===== config.mk =====
export PLATFORM = sky130hd
export DESIGN_NAME = rx_desc_dma
export DESIGN_NICKNAME = d
export VERILOG_FILES = /design/src/rtl/rxd_pkg.sv /design/src/rtl/rxd_mem_port.sv /design/src/rtl/rxd_next_ptr.sv /design/src/rtl/rxd_status_fmt.sv /design/src/rtl/rx_desc_dma.sv
export SDC_FILE = /design/constraint.sdc
export NUM_CORES = 1
export LEC_CHECK = 0
export ABC_AREA = 1
export BUFFER_PORTS_ARGS = -buffer_cell sky130_fd_sc_hd__clkbuf_2
export CAP_MARGIN = 25
export CORE_MARGIN = 2
export CORE_UTILIZATION = 44
export DETAILED_ROUTE_END_ITERATION = 12
export PLACE_DENSITY = 0.66
export SLEW_MARGIN = 20
export SYNTH_ARGS = -nofsm -noshare
export SYNTH_HDL_FRONTEND = slang
export SYNTH_SLANG_ARGS = --single-unit

===== constraint.sdc =====
create_clock -name clk -period 2.6 [get_ports clk]
set_input_delay 0.39 -clock clk [delete_from_list [all_inputs] [get_ports clk]]
set_output_delay 0.39 -clock clk [all_outputs]
set_load 0.02 [all_outputs]

===== src/rtl/rxd_pkg.sv =====
package rxd_pkg;
  localparam int DW       = 32;
  localparam int SZW      = 11;
  localparam int LENW     = 11;
  localparam int OWN_BIT  = 31;
  localparam int EOR_BIT  = 25;
  localparam int CHN_BIT  = 24;
  localparam int B1_LO    = 0;
  localparam int B2_LO    = 11;
  localparam int LEN_LO   = 16;
  localparam int OVF_BIT  = 11;
  localparam int FS_BIT   = 9;
  localparam int LS_BIT   = 8;

  typedef enum logic [3:0] {
    S_WAITP,
    S_FETCH,
    S_WBPREV,
    S_SEL,
    S_DATA,
    S_WR,
    S_WBLAST,
    S_FLUSH,
    S_WBOVF
  } rxd_st_t;
endpackage


===== src/rtl/rxd_mem_port.sv =====
module rxd_mem_port #(
  parameter int AW = 32,
  parameter int DW = 32
) (
  input  logic          clk,
  input  logic          rst,
  input  logic          go,
  input  logic          we_i,
  input  logic [AW-1:0] addr_i,
  input  logic [DW-1:0] wdata_i,
  output logic          mem_req,
  output logic          mem_we,
  output logic [AW-1:0] mem_addr,
  output logic [DW-1:0] mem_wdata,
  input  logic          mem_ack,
  output logic          done
);
  always_ff @(posedge clk) begin
    if (rst) begin
      mem_req   <= 1'b0;
      mem_we    <= 1'b0;
      mem_addr  <= '0;
      mem_wdata <= '0;
    end else if (go) begin
      mem_req   <= 1'b1;
      mem_we    <= we_i;
      mem_addr  <= addr_i;
      mem_wdata <= wdata_i;
    end else if (mem_ack) begin
      mem_req   <= 1'b0;
    end
  end

  assign done = mem_req & mem_ack;
endmodule


===== src/rtl/rxd_next_ptr.sv =====
module rxd_next_ptr #(
  parameter int AW = 32
) (
  input  logic [AW-1:0] cur,
  input  logic [AW-1:0] base,
  input  logic          ring_end,
  input  logic          chain,
  input  logic [AW-1:0] link,
  output logic [AW-1:0] nxt
);
  localparam logic [AW-1:0] STEP = AW'(16);

  always_comb begin
    if (ring_end)   nxt = base;
    else if (chain) nxt = link;
    else            nxt = cur + STEP;
  end
endmodule


===== src/rtl/rxd_status_fmt.sv =====
module rxd_status_fmt
  import rxd_pkg::*;
#(
  parameter int STW = 8
) (
  input  logic            fs,
  input  logic            ls,
  input  logic            ovf,
  input  logic [LENW-1:0] len,
  input  logic [STW-1:0]  rxs,
  output logic [DW-1:0]   word
);
  always_comb begin
    word          = '0;
    word[FS_BIT]  = fs;
    word[LS_BIT]  = ls;
    word[OVF_BIT] = ovf;
    if (ls) begin
      word[LEN_LO +: LENW] = len;
      word[STW-1:0]        = rxs;
    end
  end
endmodule


===== src/rtl/rx_desc_dma.sv =====
module rx_desc_dma
  import rxd_pkg::*;
#(
  parameter int AW  = 32,
  parameter int STW = 8
) (
  input  logic           clk,
  input  logic           rst,
  input  logic [AW-1:0]  desc_base,
  input  logic           poll,
  input  logic           fifo_valid,
  output logic           fifo_ready,
  input  logic [DW-1:0]  fifo_data,
  input  logic           fifo_last,
  input  logic [1:0]     fifo_nbytes,
  input  logic [STW-1:0] rx_stat,
  output logic           mem_req,
  output logic           mem_we,
  output logic [AW-1:0]  mem_addr,
  output logic [DW-1:0]  mem_wdata,
  input  logic           mem_ack,
  input  logic [DW-1:0]  mem_rdata
);
  localparam int WCW = SZW - 2;
  localparam logic [AW-1:0] WSTEP = AW'(4);

  rxd_st_t         st;
  logic [1:0]      widx;
  logic [AW-1:0]   cur_addr, prev_addr, wptr;
  logic            base_ok;
  logic [WCW-1:0]  b1w, b2w, rem;
  logic            chain_m, eor_m;
  logic [AW-1:0]   w2, w3;
  logic [1:0]      bsel;
  logic            first, prev_first, pend, hlast;
  logic [LENW-1:0] len;
  logic [STW-1:0]  rxs_q;

  logic            go, cmd_we, done;
  logic [AW-1:0]   cmd_addr;
  logic [DW-1:0]   cmd_wdata;
  logic [AW-1:0]   nxt;
  logic [DW-1:0]   stat_word;
  logic            fs_s, ls_s, ovf_s;
  logic [LENW-1:0] len_s, len_nx;
  logic [STW-1:0]  rxs_s;
  logic [2:0]      add_b;

  assign fifo_ready = (st == S_DATA) || (st == S_FLUSH);
  assign add_b  = fifo_last ? ({1'b0, fifo_nbytes} + 3'd1) : 3'd4;
  assign len_nx = len + LENW'(add_b);

  rxd_mem_port #(.AW(AW), .DW(DW)) u_port (
    .clk(clk), .rst(rst), .go(go), .we_i(cmd_we), .addr_i(cmd_addr),
    .wdata_i(cmd_wdata), .mem_req(mem_req), .mem_we(mem_we),
    .mem_addr(mem_addr), .mem_wdata(mem_wdata), .mem_ack(mem_ack),
    .done(done)
  );

  rxd_next_ptr #(.AW(AW)) u_next (
    .cur(cur_addr), .base(desc_base), .ring_end(eor_m), .chain(chain_m),
    .link(w3), .nxt(nxt)
  );

  always_comb begin
    fs_s  = prev_first;
    ls_s  = 1'b0;
    ovf_s = 1'b0;
    len_s = '0;
    rxs_s = '0;
    if (st == S_FLUSH) begin
      ls_s  = 1'b1;
      ovf_s = 1'b1;
      len_s = len_nx;
      rxs_s = rx_stat;
    end else if (st == S_WR) begin
      fs_s  = first;
      ls_s  = 1'b1;
      len_s = len;
      rxs_s = rxs_q;
    end
  end

  rxd_status_fmt #(.STW(STW)) u_fmt (
    .fs(fs_s), .ls(ls_s), .ovf(ovf_s), .len(len_s), .rxs(rxs_s),
    .word(stat_word)
  );

  always_ff @(posedge clk) begin
    if (rst) begin
      st         <= S_WAITP;
      widx       <= '0;
      cur_addr   <= '0;
      prev_addr  <= '0;
      wptr       <= '0;
      base_ok    <= 1'b0;
      b1w        <= '0;
      b2w        <= '0;
      rem        <= '0;
      chain_m    <= 1'b0;
      eor_m      <= 1'b0;
      w2         <= '0;
      w3         <= '0;
      bsel       <= '0;
      first      <= 1'b1;
      prev_first <= 1'b0;
      pend       <= 1'b0;
      hlast      <= 1'b0;
      len        <= '0;
      rxs_q      <= '0;
      go         <= 1'b0;
      cmd_we     <= 1'b0;
      cmd_addr   <= '0;
      cmd_wdata  <= '0;
    end else begin
      go <= 1'b0;
      unique case (st)
        S_WAITP: begin
          if (poll) begin
            widx   <= '0;
            go     <= 1'b1;
            cmd_we <= 1'b0;
            if (!base_ok) begin
              base_ok  <= 1'b1;
              cur_addr <= desc_base;
              cmd_addr <= desc_base;
            end else begin
              cmd_addr <= cur_addr;
            end
            st <= S_FETCH;
          end
        end
        S_FETCH: begin
          if (done) begin
            if (widx == 2'd0 && !mem_rdata[OWN_BIT]) begin
              st <= pend ? S_FLUSH : S_WAITP;
            end else if (widx == 2'd3) begin
              w3   <= mem_rdata[AW-1:0];
              bsel <= 2'd0;
              if (pend) begin
                go        <= 1'b1;
                cmd_we    <= 1'b1;
                cmd_addr  <= prev_addr;
                cmd_wdata <= stat_word;
                st        <= S_WBPREV;
              end else begin
                st <= S_SEL;
              end
            end else begin
              if (widx == 2'd1) begin
                b1w     <= mem_rdata[B1_LO+2 +: WCW];
                b2w     <= mem_rdata[B2_LO+2 +: WCW];
                chain_m <= mem_rdata[CHN_BIT];
                eor_m   <= mem_rdata[EOR_BIT];
              end else if (widx == 2'd2) begin
                w2 <= mem_rdata[AW-1:0];
              end
              widx     <= widx + 2'd1;
              go       <= 1'b1;
              cmd_we   <= 1'b0;
              cmd_addr <= cur_addr + AW'({widx + 2'd1, 2'b00});
            end
          end
        end
        S_WBPREV: begin
          if (done) begin
            pend <= 1'b0;
            st   <= S_SEL;
          end
        end
        S_SEL: begin
          if (bsel == 2'd0) begin
            bsel <= 2'd1;
            if (b1w != '0) begin
              wptr <= w2;
              rem  <= b1w;
              st   <= S_DATA;
            end
          end else if (bsel == 2'd1) begin
            bsel <= 2'd2;
            if (b2w != '0 && !chain_m) begin
              wptr <= w3;
              rem  <= b2w;
              st   <= S_DATA;
            end
          end else begin
            prev_addr  <= cur_addr;
            prev_first <= first;
            first      <= 1'b0;
            pend       <= 1'b1;
            cur_addr   <= nxt;
            widx       <= '0;
            go         <= 1'b1;
            cmd_we     <= 1'b0;
            cmd_addr   <= nxt;
            st         <= S_FETCH;
          end
        end
        S_DATA: begin
          if (fifo_valid) begin
            hlast     <= fifo_last;
            len       <= len_nx;
            if (fifo_last) rxs_q <= rx_stat;
            go        <= 1'b1;
            cmd_we    <= 1'b1;
            cmd_addr  <= wptr;
            cmd_wdata <= fifo_data;
            st        <= S_WR;
          end
        end
        S_WR: begin
          if (done) begin
            wptr <= wptr + WSTEP;
            rem  <= rem - WCW'(1);
            if (hlast) begin
              go        <= 1'b1;
              cmd_we    <= 1'b1;
              cmd_addr  <= cur_addr;
              cmd_wdata <= stat_word;
              st        <= S_WBLAST;
            end else if (rem == WCW'(1)) begin
              st <= S_SEL;
            end else begin
              st <= S_DATA;
            end
          end
        end
        S_WBLAST: begin
          if (done) begin
            cur_addr <= nxt;
            first    <= 1'b1;
            len      <= '0;
            widx     <= '0;
            go       <= 1'b1;
            cmd_we   <= 1'b0;
            cmd_addr <= nxt;
            st       <= S_FETCH;
          end
        end
        S_FLUSH: begin
          if (fifo_valid) begin
            len <= len_nx;
            if (fifo_last) begin
              go        <= 1'b1;
              cmd_we    <= 1'b1;
              cmd_addr  <= prev_addr;
              cmd_wdata <= stat_word;
              st        <= S_WBOVF;
            end
          end
        end
        S_WBOVF: begin
          if (done) begin
            len   <= '0;
            first <= 1'b1;
            pend  <= 1'b0;
            st    <= S_WAITP;
          end
        end
        default: st <= S_WAITP;
      endcase
    end
  end
endmodule


# Yosys cells after proc, flatten, opt, wreduce, memory -nomap -nowiden
# Index checks and enable logic that the tools add are counted.
# Widths: inputs -> output; s select.
[totals]
ff_bits = 353
latchBits = 0
ram_bits = 0
romBits = 0
in_bits = 112
out_inout_bits = 67
wordCells = 243
mem_count = 0
[op_classes]
add_sub_neg = 7
mul = 0
div_mod_pow = 0
n_lt_le_gt_ge = 0
n_eq_ne = 38
shift = 0
n_mux = 124
bitwise = 6
n_reduce_logical = 40
[op_table]
columns = ["cell", "count"]
rows = [
  ["$mux 32", 30],
  ["$pmux 32 s7", 1],
  ["$pmux 32 s4", 1],
  ["$pmux 32 s3", 1],
  ["$pmux 32 s2", 1],
  ["$mux 4", 15],
  ["$mux 11", 5],
  ["$mux 9", 5],
  ["$mux 1", 37],
  ["$pmux 4 s9", 1],
  ["$add 32x3->32 const B", 1],
  ["$add 32x4->32", 1],
  ["$add 32x5->32 const B", 1],
  ["$ne 2x2->1 const B", 16],
  ["$mux 2", 12],
  ["$mux 8", 3],
  ["$pmux 11 s2", 1],
  ["$reduce_and 5->1", 4],
  ["$pmux 9 s2", 1],
  ["$reduce_bool 9->1", 2],
  ["$eq 4x3->1 const B", 4],
  ["$ne 3x3->1 const B", 5],
  ["$pmux 1 s7", 2],
  ["$reduce_and 13->1", 1],
  ["other kinds (35)", 64],
]

# Logic depth before layout (Yosys ltp)
[depth]
depth_word = 10
depth_mapped = 15

# Modules after synthesis
# From an unflattened synthesis, not the netlist that was laid out.
[unflattened]
cells_unflattened = 3246
hier_area_um2 = 20007.9
[by_module_without_submodules]
columns = ["mod", "n_inst", "cells_each", "area_each_um2", "seq_area_each_um2"]
rows = [
  ["rx_desc_dma", 1, 2562, 15812.7, 5745.5],
  ["rxd_mem_port", 1, 289, 2334.7, 1321.3],
  ["rxd_next_ptr", 1, 341, 1582.8, 0.0],
  ["rxd_status_fmt", 1, 54, 277.8, 0.0],
]

# Worst setup path before layout
# No wires, ideal clock.
[synth_path]
kind = "register to register"
startpoint = "register widx[0]"
endpoint = "register cmd_addr[22]"
arrival_time_ns = 2.212
required_time_ns = 2.485
slack_ns = 0.273
stages_incl_launch_ff = 13
period_less_slack_ns = 2.327
cell_sequence = "dfxtp_1 inv_1 ha_1 inv_1 fa_1 nor2_1 nand2_1 nor2_1 nand3_1 nand3_1 nand3_1 o21ai_0 inv_1"
[synth_via]
elab_chain_len = 6
word_cells_on_any_way = 12
classes_between = "2 x add/sub; 3 x eq/ne; 4 x mux; 3 x reduce/logical"
[synth_lines]
columns = ["element", "line_no", "rtl"]
rows = [
  ["from (decl)", "rx_desc_dma.sv:28", "logic [1:0] widx;"],
  ["from (signal assigned)", "rx_desc_dma.sv:158", "widx <= widx + 2'd1;"],
  ["$add 2x1->2", "rx_desc_dma.sv:161", "cmd_addr <= cur_addr + AW'({widx + 2'd1, 2'b00});"],
  ["$add 32x4->32", "rx_desc_dma.sv:161", ""],
  ["$mux 32", "rx_desc_dma.sv:137", "end else if (widx == 2'd3) begin"],
  ["$mux 32", "rx_desc_dma.sv:135", "if (widx == 2'd0 && !mem_rdata[OWN_BIT]) begin"],
  ["$mux 32", "rx_desc_dma.sv:134", "if (done) begin"],
  ["$pmux 32 s7", "rx_desc_dma.sv:117", "unique case (st)"],
  ["to (signal assigned)", "rx_desc_dma.sv:126", "cmd_addr <= desc_base;"],
  ["to (signal assigned)", "rx_desc_dma.sv:128", "cmd_addr <= cur_addr;"],
  ["to (signal assigned)", "rx_desc_dma.sv:143", "cmd_addr <= prev_addr;"],
  ["to (decl)", "rx_desc_dma.sv:40", "logic [AW-1:0] cmd_addr;"],
]
# Parallel ways exist; a longest one is shown, timed or not. The select of a mux whose other input is x is not followed.
# A chain may end at the register's enable or synchronous reset.

# Worst setup path after layout
[layout_path]
startpoint = "register widx[0]"
endpoint = "register cmd_addr[16]"
# Same word-level chain as after synthesis.

==> flow_metrics.py <==
metrics = {
    "run_status": {
        "status": "finished clean",
    },
    "clock_tree": {
        "clk_path_buf_depth": 3,
        "root_buffer": "clkbuf_16",
        "cts_sinks": 353,
        "cts_made_buffers": 40,
        "insertion_delay_ns": 0.58,
        "tritoncts": "built",
        "path_clk_slew_ns": 0.06,
        "htreeDepth": 2,
        "cts_setup_buffers": 0,
    },
    "routing": {
        "ant_nets": 0,
        "vias": 20260,
        "drt_iter0_drc": 1805,
        "totalWireLength_um": 70400,
        "drc": 0,
        "dr.pass1.iters": 6,
        "wire_per_inst_um": 19.3,
        "viasPerCell": 5.57,
    },
    "sta": {
        "finalSetupTns_ns": 0,
        "finalSetupViolCount": 0,
        "worst_pin_slew_ns": 1.03,
        "layout_worst_path_cycle_share_pct": 92.9,
        "relSlewSlack_pct": 31.3,
        "hold_viol": 0,
        "finalCriticalPeriod_ns": 2.41,
        "skew_ns": 0.0248,
        "clock.fmax_ghz": 0.414,
        "rsz0062_at_grt": "false",
        "drv_slew": 0,
    },
    "logic_synthesis": {
        "synth_fp_nets": 3067,
        "yosysWarnings": 0,
        "avgSynthCellArea_um2": 6.36,
        "synth_top_area_share_pct": 37.8,
        "async_reset_ff_share_pct": 0,
        "synth_seq_cells": 353,
        "synth_edf_count": 0,
        "synthTopCellsByArea": "dfxtp_1, nand2_1, o21ai_0",
        "yosysTopAreaCell": "dfxtp_1",
        "yosysUniqueCellTypes": 47,
        "mappedNetlistArea_um2": 18700,
        "ys_seq_area_share_pct": 37.8,
        "synthesis.instances": 2937,
        "synth-main-ff-cell": "dfxtp_1",
    },
    "floorplan": {
        "dieArea_um2": 44100,
        "initial_core_util_pct": 44.5,
        "core_region_area_um2": 41900,
        "rows": 75,
        "io_pins": 179,
        "die_x_um": 210,
        "die_h_um": 210,
    },
    "setup_path": {
        "crit_slowest_cell": "fa_2",
        "crit_arrival_ns": 2.88,
        "cp_data_required_time_ns": 3.07,
        "crit_path_max_incr_delay_ns": 0.40,
        "critPathMostFrequentCell": "inv_1",
        "start_kind": "flop",
        "cp-end-kind": "flop",
        "crit_fanout": 5,
        "crit_type": "flop to flop",
        "cp_cell_sequence": "inv_1 > ha_1 > inv_1 > fa_2 > buf_4 > nor2_1 > nand3_1 > nand3_1 > nand2_1 > inv_1 > nand3_1 > o21ai_0 > inv_1",
    },
    "global_routing": {
        "antenna_found_initial": 0,
        "grt_util_all_layers_pct": 31.4,
        "grt_pass1_vias": 19497,
        "grt_overflow_total": 0,
        "grt_pass1_wl_um": 109000,
        "grt_max_degree": 76,
    },
    "flow_run": {
        "max-cap-violations": 0,
    },
    "power": {
        "power.leakage_nw": 9.12,
        "power.density_nw_per_um2": 983,
        "ir_drop_mv": 0.568,
    },
    "placement": {
        "post_dp_cell_area_um2": 20300,
        "port_buffers": 178,
        "gp_congestion": 0.964,
        "dp_hpwl_um": 50400,
    },
    "final_layout": {
        "drive_above_1_share_pct": 12.1,
        "postLayoutCellArea_um2": 21700,
        "fin_nets": 3200,
        "syn_to_final_growth_pct": 16.0,
        "num_antenna_cells": 0,
    },
    "worst_hold_path": {
        "worstHoldPathType": "input port to flop",
    },
}
## worst max-delay path: cells and delay by family (launching register included)
| kind | cells | cell delay [ns] |
|---|---|---|
| and+or+nand+nor | 5 | 0.66 |
| DFF | 1 | 0.35 |
| buffers and inverters | 5 | 0.44 |
| adders and majority gates | 2 | 0.71 |
| AOI/OAI and AO/OA | 1 | 0.15 |
## power by group
part | total, mW | internal, mW | switching, mW
sequential | 7.45 | 6.44 | 1.01
combinational | 8.11 | 2.58 | 5.53
clock | 5.74 | 3.38 | 2.36
total | 21.3 | 12.4 | 8.89
## through the flow
step / cells / setup slack, ns / util (%) / hold WS, ns / power (mW)
after CTS: 3637 / 0.0904 / 51.6 / 0.0421 / 21.2
after detailed placement: 3567 / 0.104 / 48.5 / 0.441 / 15.5
after global placement: 3567 / 0.148 / 48.5 / 0.433 / 15.4
after floorplan: 2937 / 0.273 / - / 0.424 / 12.4
after global routing: 3637 / 0.00104 / 51.6 / 0.0821 / 22.5
final: 3637 / 0.185 / 51.6 / 0.0560 / 21.3
## synthesized netlist by cell type (3+ instances only)
library cell and number:
buf_1 7, xor2_1 21, dfxtp_1 353, a22oi_1 3, o21ai_1 19, clkinv_1 4
xnor2_1 4, o221ai_1 5, o21ai_0 411, a21oi_1 337, nor2_1 524, nand2_2 3
nand3_1 133, buf_2 46, a211oi_1 3, clkbuf_1 120, o211ai_1 10, o22ai_1 14
nand2_1 578, a31oi_1 5, buf_4 5, or2_2 4, ha_1 16, nand3b_1 8
inv_2 13, inv_1 213, nor3_1 28, nand4_1 20, nor2_2 5
## cells by family after synthesis
group                      after synthesis  share of synthesized area [%]
and+or+nand+nor                       1317                           28.6
AOI/OAI and AO/OA                      815                           22.4
buffers and inverters                  409                           8.64
DFF                                    353                           37.8
xor gates and xnor gates                25                           1.17
adders and majority gates               18                           1.29
## flip-flops by register name (all words and copies together) (netlist names), 2 cells and up
signal            flops
u_port.mem_wdata     32
rxs_q                 8
widx                  2
rem                   9
bsel                  2
wptr                 32
cmd_wdata            32
u_port.mem_addr      32
len                  11
st                    4
w2                   32
cmd_addr             32
b2w                   9
w3                   32
cur_addr             32
prev_addr            32
b1w                   9
## layout by cell type (no fill, tap or decap), types with 3 or more instances in the layout
master	synthesis	layout
nand2_1	578	577
dfxtp_2	0	3
buf_4	5	82
or2_2	4	4
a22oi_1	3	3
o221ai_1	5	5
inv_6	0	3
inv_2	13	14
nor2_2	5	7
inv_1	213	211
buf_12	0	10
dfxtp_1	353	350
clkbuf_8	0	10
xnor2_1	4	4
nand3b_1	8	8
nand3_1	133	133
o22ai_1	14	14
clkbuf_1	120	10
a21oi_1	337	337
o21ai_0	411	410
ha_1	16	16
nor2_1	524	520
nor3_1	28	28
clkbuf_2	1	178
nand4_1	20	20
clkinv_2	0	3
clkbuf_16	0	41
a31oi_1	5	5
nor2_4	1	3
xor2_1	21	21
a211oi_1	3	3
o21ai_1	19	20
clkinv_1	4	4
o211ai_1	10	10
nand2_2	3	4
## layout make-up
class | instances | area (um^2)
fillers | 4282 | 20300
multi-input cells | 2175 | 10000
flip-flops and latches | 353 | 7070
repair buffers | 270 | 1710
clock buffers | 61 | 1200
inverters | 230 | 868
well taps | 539 | 674
clock inverters | 9 | 109
## path summary, 6_finish.rpt
kind         depth (start not counted)                        end             startpoint  slack, ns
max                                 13  cmd_addr[16]$_SDFFE_PP0P_   widx[0]$_SDFFE_PP0P_       0.19
min                                  3        w3[27]$_SDFFE_PP0P_          mem_rdata[27]       0.06
max reg2reg                         13  cmd_addr[16]$_SDFFE_PP0P_   widx[0]$_SDFFE_PP0P_       0.19
min reg2reg                          2      rxs_q[2]$_SDFFE_PP0P_  rxs_q[2]$_SDFFE_PP0P_       0.45
## metal layers
metal  share of wire (%)  global-route usage (%)  up-vias
li1                    -                       -     9894
met1                  43                    39.5     9416
met2                  46                    52.7      771
met3                 5.8                    3.35      179
met4                 5.7                    17.8        0
met5                   0                       0        -
## what timing repair did
action / CTS / global route
resized for setup: 0 / 4
setup endpoints to repair: 0 / 9
hold buffers: 0 / 0
Power figures use the tool's default switching activity.
